`src/rtl/lps_pkg.sv`:
```
package lps_pkg;
    localparam int NUM_ST = 5;

    // one-hot bit positions
    localparam int IX_NORM = 0;
    localparam int IX_STPG = 1;
    localparam int IX_AHLT = 2;
    localparam int IX_SNP  = 3;
    localparam int IX_SLP  = 4;

    typedef logic [NUM_ST-1:0] st_oh_t;

    localparam st_oh_t OH_NORM = st_oh_t'(1) << IX_NORM;
    localparam st_oh_t OH_STPG = st_oh_t'(1) << IX_STPG;
    localparam st_oh_t OH_AHLT = st_oh_t'(1) << IX_AHLT;
    localparam st_oh_t OH_SNP  = st_oh_t'(1) << IX_SNP;
    localparam st_oh_t OH_SLP  = st_oh_t'(1) << IX_SLP;
endpackage

```
`src/rtl/lps_trans.sv`:
```
module lps_trans
    import lps_pkg::*;
(
    input  st_oh_t state_q,
    input  logic   ret_ah_q,
    input  logic   stpclk_req,
    input  logic   sleep_req,
    input  logic   halt_pulse,
    input  logic   wake_evt,
    input  logic   snoop_start,
    input  logic   snoop_done,
    output st_oh_t state_d,
    output logic   ret_ah_d
);
    always_comb begin
        state_d  = state_q;
        ret_ah_d = ret_ah_q;
        if (state_q == OH_NORM) begin
            // stop-clock has priority over halt
            if (stpclk_req)      state_d = OH_STPG;
            else if (halt_pulse) state_d = OH_AHLT;
        end else if (state_q == OH_STPG) begin
            if (snoop_start) begin          // snoop beats sleep
                state_d  = OH_SNP;
                ret_ah_d = 1'b0;
            end else if (sleep_req) begin
                state_d = OH_SLP;
            end else if (!stpclk_req) begin
                state_d = OH_NORM;
            end
        end else if (state_q == OH_AHLT) begin
            if (snoop_start) begin
                state_d  = OH_SNP;
                ret_ah_d = 1'b1;
            end else if (wake_evt) begin
                state_d = OH_NORM;
            end
        end else if (state_q == OH_SNP) begin
            if (snoop_done)
                state_d = ret_ah_q ? OH_AHLT : OH_STPG;
        end else if (state_q == OH_SLP) begin
            if (!sleep_req) state_d = OH_STPG;
        end else begin
            state_d = OH_NORM;
        end
    end
endmodule

```
`src/rtl/lps_guard.sv`:
```
module lps_guard
    import lps_pkg::*;
#(
    parameter int SLP_MIN = 2,
    parameter int CNT_W   = 2
) (
    input  st_oh_t             state_q,
    input  logic [CNT_W-1:0]   slp_cnt_q,
    input  logic               stpclk_req,
    input  logic               sleep_req,
    input  logic               halt_pulse,
    input  logic               wake_evt,
    input  logic               snoop_start,
    input  logic               snoop_done,
    output logic               bad
);
    logic in_stpg, in_slp, entry_cyc, exit_cyc;
    logic bad_place, bad_act, bad_edge, bad_short;

    always_comb begin
        in_stpg   = state_q[IX_STPG];
        in_slp    = state_q[IX_SLP];
        entry_cyc = in_stpg & sleep_req;
        exit_cyc  = in_slp & ~sleep_req;
        // sleep request outside Stop-Grant / Sleep
        bad_place = sleep_req & ~(in_stpg | in_slp);
        // bus activity while asleep
        bad_act   = in_slp & (snoop_start | snoop_done | halt_pulse
                              | wake_evt | ~stpclk_req);
        // snoop at the edges of Sleep
        bad_edge  = (entry_cyc | exit_cyc) & snoop_start;
        // too-short sleep request
        bad_short = exit_cyc & (slp_cnt_q < CNT_W'(SLP_MIN));
        bad       = bad_place | bad_act | bad_edge | bad_short;
    end
endmodule

```
`src/rtl/lps_sequencer.sv`:
```
module lps_sequencer
    import lps_pkg::*;
#(
    parameter int SLP_MIN = 2
) (
    input  logic              clk,
    input  logic              rst_n,
    input  logic              stpclk_req,
    input  logic              sleep_req,
    input  logic              halt_pulse,
    input  logic              wake_evt,
    input  logic              snoop_start,
    input  logic              snoop_done,
    output logic [NUM_ST-1:0] state_oh,
    output logic              int_clk_en,
    output logic              snoop_resp_en,
    output logic              violation
);
    localparam int CNT_W = $clog2(SLP_MIN + 1);

    typedef struct packed {
        st_oh_t           state;
        logic             ret_ah;
        logic [CNT_W-1:0] slp_cnt;
        logic             viol;
    } regs_t;

    regs_t  r_d, r_q;
    st_oh_t state_nx;
    logic   ret_nx, bad;

    lps_trans u_trans (
        .state_q     (r_q.state),
        .ret_ah_q    (r_q.ret_ah),
        .stpclk_req  (stpclk_req),
        .sleep_req   (sleep_req),
        .halt_pulse  (halt_pulse),
        .wake_evt    (wake_evt),
        .snoop_start (snoop_start),
        .snoop_done  (snoop_done),
        .state_d     (state_nx),
        .ret_ah_d    (ret_nx)
    );

    lps_guard #(.SLP_MIN(SLP_MIN), .CNT_W(CNT_W)) u_guard (
        .state_q     (r_q.state),
        .slp_cnt_q   (r_q.slp_cnt),
        .stpclk_req  (stpclk_req),
        .sleep_req   (sleep_req),
        .halt_pulse  (halt_pulse),
        .wake_evt    (wake_evt),
        .snoop_start (snoop_start),
        .snoop_done  (snoop_done),
        .bad         (bad)
    );

    always_comb begin
        r_d        = r_q;
        r_d.state  = state_nx;
        r_d.ret_ah = ret_nx;
        // consecutive sleep-request cycles, saturating
        if (!sleep_req)
            r_d.slp_cnt = '0;
        else if (r_q.slp_cnt != CNT_W'(SLP_MIN))
            r_d.slp_cnt = r_q.slp_cnt + 1'b1;
        r_d.viol = r_q.viol | bad;  // sticky
    end

    always_ff @(posedge clk or negedge rst_n) begin
        if (!rst_n) begin
            r_q.state   <= OH_NORM;
            r_q.ret_ah  <= 1'b0;
            r_q.slp_cnt <= '0;
            r_q.viol    <= 1'b0;
        end else begin
            r_q <= r_d;
        end
    end


    assign state_oh      = r_q.state;
    assign int_clk_en    = ~r_q.state[IX_SLP];
    assign snoop_resp_en = r_q.state[IX_STPG] | r_q.state[IX_AHLT] | r_q.state[IX_SNP];
    assign violation     = r_q.viol;
endmodule

```
`config.mk`:
```
export PLATFORM = sky130hd
export DESIGN_NAME = lps_sequencer
export DESIGN_NICKNAME = d
export VERILOG_FILES = /design/src/rtl/lps_pkg.sv /design/src/rtl/lps_trans.sv /design/src/rtl/lps_guard.sv /design/src/rtl/lps_sequencer.sv
export SDC_FILE = /design/constraint.sdc
export NUM_CORES = 1
export LEC_CHECK = 0
export BUFFER_PORTS_ARGS = -buffer_cell sky130_fd_sc_hd__buf_2
export CORE_MARGIN = 4
export CORE_UTILIZATION = 54
export CTS_BUF_LIST = sky130_fd_sc_hd__clkbuf_4 sky130_fd_sc_hd__clkbuf_8
export CTS_CLUSTER_SIZE = 30
export DETAILED_ROUTE_END_ITERATION = 7
export PLACE_DENSITY = 0.77
export SYNTH_ARGS = -nofsm -noshare
export SYNTH_HDL_FRONTEND = slang
export SYNTH_SLANG_ARGS = --single-unit
export TNS_END_PERCENT = 10
```
`constraint.sdc`:
```
create_clock -name clk -period 1.46 [get_ports clk]
set_input_delay 0.073 -clock clk [delete_from_list [all_inputs] [get_ports clk]]
set_output_delay 0.073 -clock clk [all_outputs]
set_load 0.02 [all_outputs]
```
==> flow_summary.json, run 1 <==
{
  "wl_met2_um": 708,
  "chipWidth_um": 44.1,
  "diodes": 0,
  "reg2reg_from": "state_oh[3]",
  "wl_met1_um": 705,
  "wirelength_mm": 1.54,
  "clock_path_buffers": 2,
  "yosys.area.top_type": "dfrtp_1",
  "worstPathRequired_ns": 1.39,
  "grt_pass1_wl_mm": 2.44,
  "worst_setup_path_end_kind": "output pin",
  "p_total_uw": 1600,
  "setup_violations": 0,
  "synth_xor_area_share_pct": 2.50,
  "synth_compound_area_share_pct": 23.7,
  "dr.pass1.iters": 4,
  "portBuffers": 15,
  "cp-start-kind": "flop",
  "wl_per_cell_um": 14.4,
  "final-max-slew-violation-count": 0,
  "synth_area_per_cell_um2": 9.24,
  "ys_seq_area_share_pct": 32.3,
  "drc": 0,
  "cap_violations": 0,
  "areaGrowthSynthToFinish_pct": 15.5,
  "insertion_delay_ns": 0.27,
  "hold_violations": 0,
  "ant_nets": 0,
  "die_h_um": 44.1,
  "path_class": "reg -> out",
  "period_needed_ns": 1.40,
  "leakage_uw": 0.000365,
  "synthTopCellsByArea": "dfrtp_1, buf_4, buf_6",
  "path_cells": "buf_4 > or3_1 > buf_6",
  "io_pins": 16,
  "hpwlAfterDp_mm": 1.17,
  "numCtsBuffers": 3,
  "netlist_area_um2": 702,
  "postSynthCellCount": 76,
  "fin_crit_sh_pct": 95.8,
  "yosysWarnings": 0,
  "synth-seq-cells": 9,
  "row_count": 12,
  "wl_met3_um": 93,
  "yosys.area_share.simple_pct": 25.8,
  "cp_top_family": "flip-flops",
  "yosys.area.top_type_share_pct": 28.5,
  "critPathBufInv": 2,
  "tns_ns": 0,
  "drt_iter0_markers": 18,
  "synth-adder-area-share_pct": 1.78,
  "gp_congestion": 0.871,
  "clkTransAtPathRegs_ns": 0.06,
  "min_from": "snoop_start",
  "layout-drive-gt1-share_pct": 43.0,
  "fmax_mhz": 715,
  "coreArea_um2": 1170,
  "syn-num-nets": 85,
  "clock_sinks": 9,
  "synth_cell_types": 38,
  "worstHoldPathType": "in -> reg",
  "worstSetupStartpoint": "state_oh[2]",
  "vias_per_cell": 6.00,
  "initial_core_util_pct": 59.9,
  "cts_tree": "yes",
  "slowest_stage": "dfrtp_2",
  "grt_overflow": 0,
  "finClkSkew_ns": 0.00696,
  "layout_commonest_cell": "buf_2",
  "via_count": 642,
  "die-area_um2": 1940,
  "synth_top_family_by_area": "simple AND/OR/NAND/NOR gates",
  "layout_common_cells": "buf_2, nor2_1, buf_4",
  "cpPeakStageDelay_ns": 0.43,
  "path_max_fanout": 5,
  "crit_arrival_ns": 1.33,
  "synth.area.mux_share_pct": 0,
  "antenna_found_initial": 0,
  "htree_levels": 1,
  "final_nets": 103,
  "highest_layer": "met4",
  "outcome": "complete, no violations",
  "grt_usage_pct": 17.3,
  "ir_worst_vdd_mv": 0.981,
  "worstMarginPinSlew_ns": 0.409,
  "max_slew_margin_pct": 72.3,
  "cts-root-buf": "clkbuf_4",
  "grt_start_max_net_pins": 15,
  "grt_pass1_vias": 580,
  "p_per_area_nw_per_um2": 1970
}
kinds of logic after synthesis:
logic type               count (synthesis)
XOR/XNOR                                 2
adder cells (fa/ha/maj)                  1
flip-flops                               9
AND/OR/NAND/NOR                         28
AO/OA/AOI/OAI                           22
buffers and inverters                   14
per-layer routing:
layer,up-vias,track usage (%)
met2,19,27.0
li1,311,-
met4,0,9.04
met1,309,21.9
met5,-,0
met3,3,4.07
sequential cells by signal, indices dropped and copies added, names as in the netlist:
register,count
r_q,3
state_oh,5
violation,1
worst register-to-register path, stage by stage (launching register included):
cell and delay (ns):
dfrtp_2 0.49, and2b_2 0.24, o311ai_2 0.24, o41ai_1 0.14
a211oi_2 0.19
cell usage after synthesis (all sizes together):
cell type / count
ha: 1
or3b: 1
nor3: 1
o41ai: 1
nand3: 2
o21ai: 7
o2111ai: 2
o21ba: 1
nor2: 10
a211o: 1
xnor2: 1
a21oi: 4
a31oi: 1
o32a: 1
nand3b: 1
nand4b: 2
nand2: 4
dfstp: 1
inv: 5
and2b: 1
nand2b: 1
o31ai: 1
xor2: 1
a211oi: 1
dfrtp: 8
and4bb: 1
and3b: 1
buf: 9
or3: 1
o311ai: 2
nand4: 2
what timing repair did:
item	4_1_cts	5_1_grt
hold buffers	1	0
setup buffers	0	1
gates resized for setup	0	5
endpoints found under the hold margin	9	0
endpoints found under the setup margin	0	4
where the power goes:
group / switching, uW / total (uW) / leakage [uW] / internal [uW]
combinational: 467 / 885 / 0.000243 / 417
sequential: 150 / 499 / 0.000104 / 349
clock: 89.1 / 213 / 0.0000184 / 124
final cells by class:
| cell class | count | area [um2] |
|---|---|---|
| Tap cell | 14 | 17.5 |
| Sequential cell | 9 | 230 |
| Timing Repair Buffer | 22 | 136 |
| Clock buffer | 4 | 30.0 |
| Multi-Input combinational cell | 53 | 378 |
| Fill cell | 107 | 360 |
| Inverter | 5 | 18.8 |
metrics by stage:
step	util [%]	hold WS (ns)	area (um2)	setup slack [ns]	instances
3_3_place_gp	64.3	-0.0645	753	0.0699	101
5_1_grt	69.2	0.142	811	-0.00379	107
4_1_cts	67.7	0.119	793	0.0203	106
3_5_place_dp	64.3	-0.0646	753	0.0324	101
2_1_floorplan	-	-0.223	702	0.218	76
6_report	69.2	0.130	811	0.0615	107
path summary, 6_finish.rpt:
check / endpoint / slack [ns] / depth (start not counted)
hold reg to reg: violation / 0.47 / 1
setup / recovery: snoop_resp_en / 0.06 / 3
hold / removal: state_oh[3] / 0.13 / 3
max in group asynchronous: state_oh[0] / 1.04 / 2
min in group asynchronous: r_q[3] / 0.18 / 2
setup reg to reg: state_oh[0] / 0.09 / 4
No activity file was read; power rests on OpenSTA's default activity.
==> run 2: changes to the inputs <==
--- a/config.mk
+++ b/config.mk
@@ -7,11 +7,11 @@
 export LEC_CHECK = 0
 export BUFFER_PORTS_ARGS = -buffer_cell sky130_fd_sc_hd__buf_2
 export CORE_MARGIN = 4
-export CORE_UTILIZATION = 54
-export CTS_BUF_LIST = sky130_fd_sc_hd__clkbuf_4 sky130_fd_sc_hd__clkbuf_8
+export CORE_UTILIZATION = 51
 export CTS_CLUSTER_SIZE = 30
 export DETAILED_ROUTE_END_ITERATION = 7
-export PLACE_DENSITY = 0.77
+export MAX_ROUTING_LAYER = met4
+export PLACE_DENSITY = 0.73
 export SYNTH_ARGS = -nofsm -noshare
 export SYNTH_HDL_FRONTEND = slang
 export SYNTH_SLANG_ARGS = --single-unit
==> run 2 against run 1 <==
Net effect:
- combinational power about the same
- total power down 0.90%
- sequential share of layout area down 0.20 points
- core utilization is 6.8 points lower
- sequential power barely moved
- critical path depth stayed put
- global-route usage up 1.5 points
- clock power shrank 6%
- clock-buffer cell count stayed put
- maximum frequency up 1.0%
==> flow_summary.json, run 2 (synthesis gave the netlist of run 1 again) <==
{
  "outcome": "complete, no violations",
  "clkPwrFrac_pct": 12.7,
  "worstHoldPathType": "in -> reg",
  "layout-drive-gt1-share_pct": 41.3,
  "grt_start_max_net_pins": 15,
  "crit_arrival_ns": 1.31,
  "coreArea_um2": 1300,
  "finClkSkew_ns": 0.00553,
  "max_slew_margin_pct": 73.1,
  "dr.pass1.iters": 4,
  "fillers": 114,
  "antenna_found_initial": 0,
  "via_count": 637,
  "grt_pass1_vias": 597,
  "layout_common_cells": "buf_2, nor2_1, dfrtp_1",
  "rrSetupSlack_ns": 0.10,
  "numCtsBuffers": 3,
  "wl_met1_um": 655,
  "portBuffers": 15,
  "leakage_uw": 0.000362,
  "gp_congestion": 0.881,
  "areaGrowthSynthToFinish_pct": 15.7,
  "fin_crit_sh_pct": 94.8,
  "rsz0062_at_grt": "false",
  "final-max-slew-violation-count": 0,
  "wl_per_cell_um": 14.7,
  "p_int_uw": 871,
  "combPwrFrac_pct": 55.7,
  "cts_tree": "yes",
  "vias_per_cell": 5.95,
  "path_max_fanout": 10,
  "chipWidth_um": 45.1,
  "die-area_um2": 2030,
  "grt_usage_pct": 18.8,
  "final_nets": 102,
  "worstPathRequired_ns": 1.39,
  "cts-root-buf": "clkbuf_4",
  "p_sw_share_pct": 44.9,
  "cts_setup_buffers": 0,
  "holdWs_ns": 0.119,
  "wirelength_mm": 1.57,
  "insertion_delay_ns": 0.27,
  "ant_nets": 0,
  "fmax_mhz": 722,
  "layout_commonest_cell": "buf_2",
  "wl_met2_um": 753,
  "clock_path_buffers": 2,
  "wl_met3_um": 129,
  "p_per_area_nw_per_um2": 1950,
  "diodes": 0,
  "worstMarginPinSlew_ns": 0.399,
  "power.share.sequential_pct": 31.5,
  "setup_violations": 0,
  "clkTransAtPathRegs_ns": 0.07,
  "worst_setup_path_end_kind": "output pin",
  "dpl_cell_area_um2": 767,
  "cap_violations": 0,
  "row_count": 13,
  "initial_core_util_pct": 53.9,
  "stdcell_area_um2": 812,
  "switching_power_uw": 711,
  "fin_cells": 107,
  "cp-start-kind": "flop",
  "grt_overflow": 0,
  "drt_iter0_markers": 30,
  "period_needed_ns": 1.38,
  "place_inst": 102,
  "largest_reg_flops": 5,
  "hold_violations": 0,
  "path_class": "reg -> out",
  "die_h_um": 45.1,
  "tns_ns": 0,
  "clock_sinks": 9,
  "highest_layer": "met4",
  "grt_pass1_wl_mm": 2.62,
  "drc": 0,
  "ir_worst_vdd_mv": 0.845,
  "hpwlAfterDp_mm": 1.20,
  "utilization_pct": 62.4,
  "htree_levels": 1,
  "io_pins": 16
}
==> run 2: cell count changes in the layout (fill, tap and decap cells not counted) <==
cell / before / now
buf_2: 14 / 15
clkbuf_1: 0 / 1
dfrtp_1: 5 / 6
dfrtp_2: 3 / 2
o2111ai_2: 0 / 1
buf_4: 6 / 4
buf_6: 1 / 0
buf_12: 0 / 1
clkbuf_4: 4 / 3
o2111ai_1: 2 / 1
==> run 2: timing repair <==
action,CTS,global route
resized for setup,0,3
endpoints found under the setup margin,0,4
hold buffers,1,0
hold endpoints to repair,9,0
==> run 2: stage by stage <==
stage | total power, uW | setup slack (ns)
global placement | 1350 | 0.0632
global route | 1730 | 0.0144
detailed placement | 1370 | 0.0327
CTS | 1580 | 0.0175
floorplan | 1210 | 0.218
finish | 1580 | 0.0755
==> run 2: cell type report <==
class                      count  area (um2)  area share (%)
multi-input combinational     53         384            47.3
timing repair buffer          21         135            16.6
clock buffer                   4        26.3            3.24
tap                           15        18.8            2.31
sequential                     9         229            28.2
inverter                       5        18.8            2.31
==> run 2: final timing paths <==
| check | from | endpoint | depth (start not counted) |
|---|---|---|---|
| max reg2reg | state_oh[0] | state_oh[2] | 3 |
| min in group asynchronous | rst_n | r_q[3] | 2 |
| min | snoop_start | state_oh[3] | 3 |
| max | state_oh[2] | snoop_resp_en | 3 |
| min reg2reg | violation | violation | 1 |
| max in group asynchronous | rst_n | state_oh[0] | 2 |
==> run 2: worst max-delay path, cell delays in order (launching register included) <==
cell	delay (ns)
dfrtp_1	0.42
buf_12	0.16
or3_1	0.29
buf_2	0.16
==> run 2: layer usage <==
metal  up-vias  GRT usage, %
li1        307             -
met5         -             -
met1       294          22.3
met2        32          28.8
met3         4          4.38
met4         0          10.5
==> run 2: power groups by stage <==
stage	logic [uW]	registers [uW]	clock network, uW
2_1_floorplan	789	417	0
3_3_place_gp	848	498	0
3_5_place_dp	871	499	0
4_1_cts	877	495	208
5_1_grt	990	522	216
6_report	882	499	201
==> run 3: changes to the inputs <==
--- a/config.mk
+++ b/config.mk
@@ -7,11 +7,11 @@
 export LEC_CHECK = 0
 export BUFFER_PORTS_ARGS = -buffer_cell sky130_fd_sc_hd__buf_2
 export CORE_MARGIN = 4
-export CORE_UTILIZATION = 51
+export CORE_UTILIZATION = 30
 export CTS_CLUSTER_SIZE = 30
 export DETAILED_ROUTE_END_ITERATION = 7
 export MAX_ROUTING_LAYER = met4
-export PLACE_DENSITY = 0.73
+export PLACE_DENSITY = 0.46
 export SYNTH_ARGS = -nofsm -noshare
 export SYNTH_HDL_FRONTEND = slang
 export SYNTH_SLANG_ARGS = --single-unit
==> run 3 against run 2 <==
Net effect:
- register-to-register slack got worse by 0.08 ns
- wire length up 13%
- largest power group unchanged
- sequential power fell by 1%
- core utilization fell by 24 points
==> flow_summary.json, run 3 (synthesis gave the netlist of run 1 again) <==
{
  "outcome": "complete, no violations",
  "row_count": 17,
  "worstPathRequired_ns": 1.63,
  "hold_violations": 0,
  "crit_arrival_ns": 1.61,
  "worstHoldPathType": "in -> reg",
  "clock_sinks": 9,
  "setup_violations": 0,
  "critPathBufInv": 0,
  "worstMarginPinSlew_ns": 0.535,
  "cts_tree": "yes",
  "cp-start-kind": "flop",
  "via_count": 650,
  "chipWidth_um": 56.4,
  "wl_met3_um": 120,
  "fin_crit_sh_pct": 98.9,
  "ir_worst_vdd_mv": 0.788,
  "dp_slack_ns": 0.0426,
  "path_cells": "nor2_2 > nand4b_1 > o2111ai_2 > o31ai_2",
  "cpPeakStageDelay_ns": 0.63,
  "grt_usage_pct": 11.5,
  "ant_nets": 0,
  "cap_violations": 0,
  "cts_setup_buffers": 0,
  "wl_per_cell_um": 14.6,
  "cp_top_family": "flip-flops",
  "period_needed_ns": 1.44,
  "initial_core_util_pct": 31.7,
  "tns_ns": 0,
  "hpwlAfterDp_mm": 1.34,
  "layout_commonest_cell": "buf_2",
  "wl_met1_um": 814,
  "areaGrowthSynthToFinish_pct": 19.8,
  "vias_per_cell": 5.37,
  "layout-drive-gt1-share_pct": 43.0,
  "layout_common_cells": "buf_2, dfrtp_1, nor2_1",
  "grt_overflow": 0,
  "holdWs_ns": 0.132,
  "setup_slack_ns": 0.0154,
  "path_max_fanout": 9,
  "drc": 0,
  "worst_setup_path_end_kind": "flop",
  "insertion_delay_ns": 0.27,
  "p_per_area_nw_per_um2": 1900,
  "coreArea_um2": 2210,
  "die-area_um2": 3180,
  "fmax_mhz": 692,
  "final-max-slew-violation-count": 0,
  "max_slew_margin_pct": 63.9,
  "rsz0062_at_grt": "true",
  "portBuffers": 15,
  "finClkSkew_ns": 0.00707,
  "slowest_stage": "dfstp_2",
  "numCtsBuffers": 3,
  "largest_reg_flops": 5,
  "antenna_found_initial": 0,
  "htree_levels": 1,
  "gp_congestion": 0.785,
  "wl_met2_um": 830,
  "diodes": 0,
  "cts-root-buf": "clkbuf_4",
  "drt_iter0_markers": 18,
  "grt_start_max_net_pins": 12,
  "grt_pass1_wl_mm": 2.77,
  "leakage_uw": 0.000374,
  "final_nets": 103,
  "grt_pass1_vias": 577,
  "clock_path_buffers": 2,
  "die_h_um": 56.4,
  "path_class": "reg -> reg",
  "io_pins": 16,
  "clkTransAtPathRegs_ns": 0.07,
  "dr.pass1.iters": 4,
  "highest_layer": "met3",
  "utilization_pct": 38.0,
  "wirelength_mm": 1.77
}
run 3: cell types whose count changed in the layout (fill, tap and decap cells not counted), sizes merged:
cell    previous run  this run
buf               20        21
clkbuf             4         3
clkinv             0         1
run 3: worst register-to-register path: stages (launching register included):
cell and delay (ns):
dfstp_2 0.63, nor2_2 0.08, nand4b_1 0.21, o2111ai_2 0.18, o31ai_2 0.24
run 3: metrics by stage:
step	cells	area, um2	total power, uW
CTS	121	830	1580
global placement	116	791	1370
detailed placement	116	791	1370
finish	121	841	1600
global route	121	841	1720
floorplan	76	702	1210
run 3: report_power, final:
group	switching, uW	internal [uW]
sequential	149	345
clock	98.4	101
combinational	490	412
run 3: worst paths after layout:
| path | startpoint | cells after the start | end | slack, ns |
|---|---|---|---|---|
| worst max-delay path | state_oh[0] | 4 | state_oh[2] | 0.02 |
| worst min-delay path | snoop_start | 3 | state_oh[3] | 0.13 |
| worst max register to register | state_oh[0] | 4 | state_oh[2] | 0.02 |
| worst min register to register | violation | 1 | violation | 0.47 |
| max in group asynchronous | rst_n | 2 | state_oh[0] | 1.03 |
| min in group asynchronous | rst_n | 2 | r_q[2] | 0.18 |
run 3: cell type report:
cell class | count | area (um2)
Clock buffer | 3 | 22.5
Clock inverter | 1 | 5.00
Fill cell | 239 | 1370
Inverter | 5 | 18.8
Multi-Input combinational cell | 53 | 389
Sequential cell | 9 | 228
Tap cell | 28 | 35.0
Timing Repair Buffer | 22 | 143
run 3: timing repair:
action	4_1_cts	5_1_grt
hold buffers	1	0
setup endpoints to repair	1	3
endpoints found under the hold margin	9	0
resized for setup	1	2
run 3: routing by layer:
metal / GRT usage, % / vias up
met5: - / -
met4: 3.05 / 0
met3: 3.91 / 0
met2: 17.5 / 27
met1: 14.4 / 313
li1: - / 310
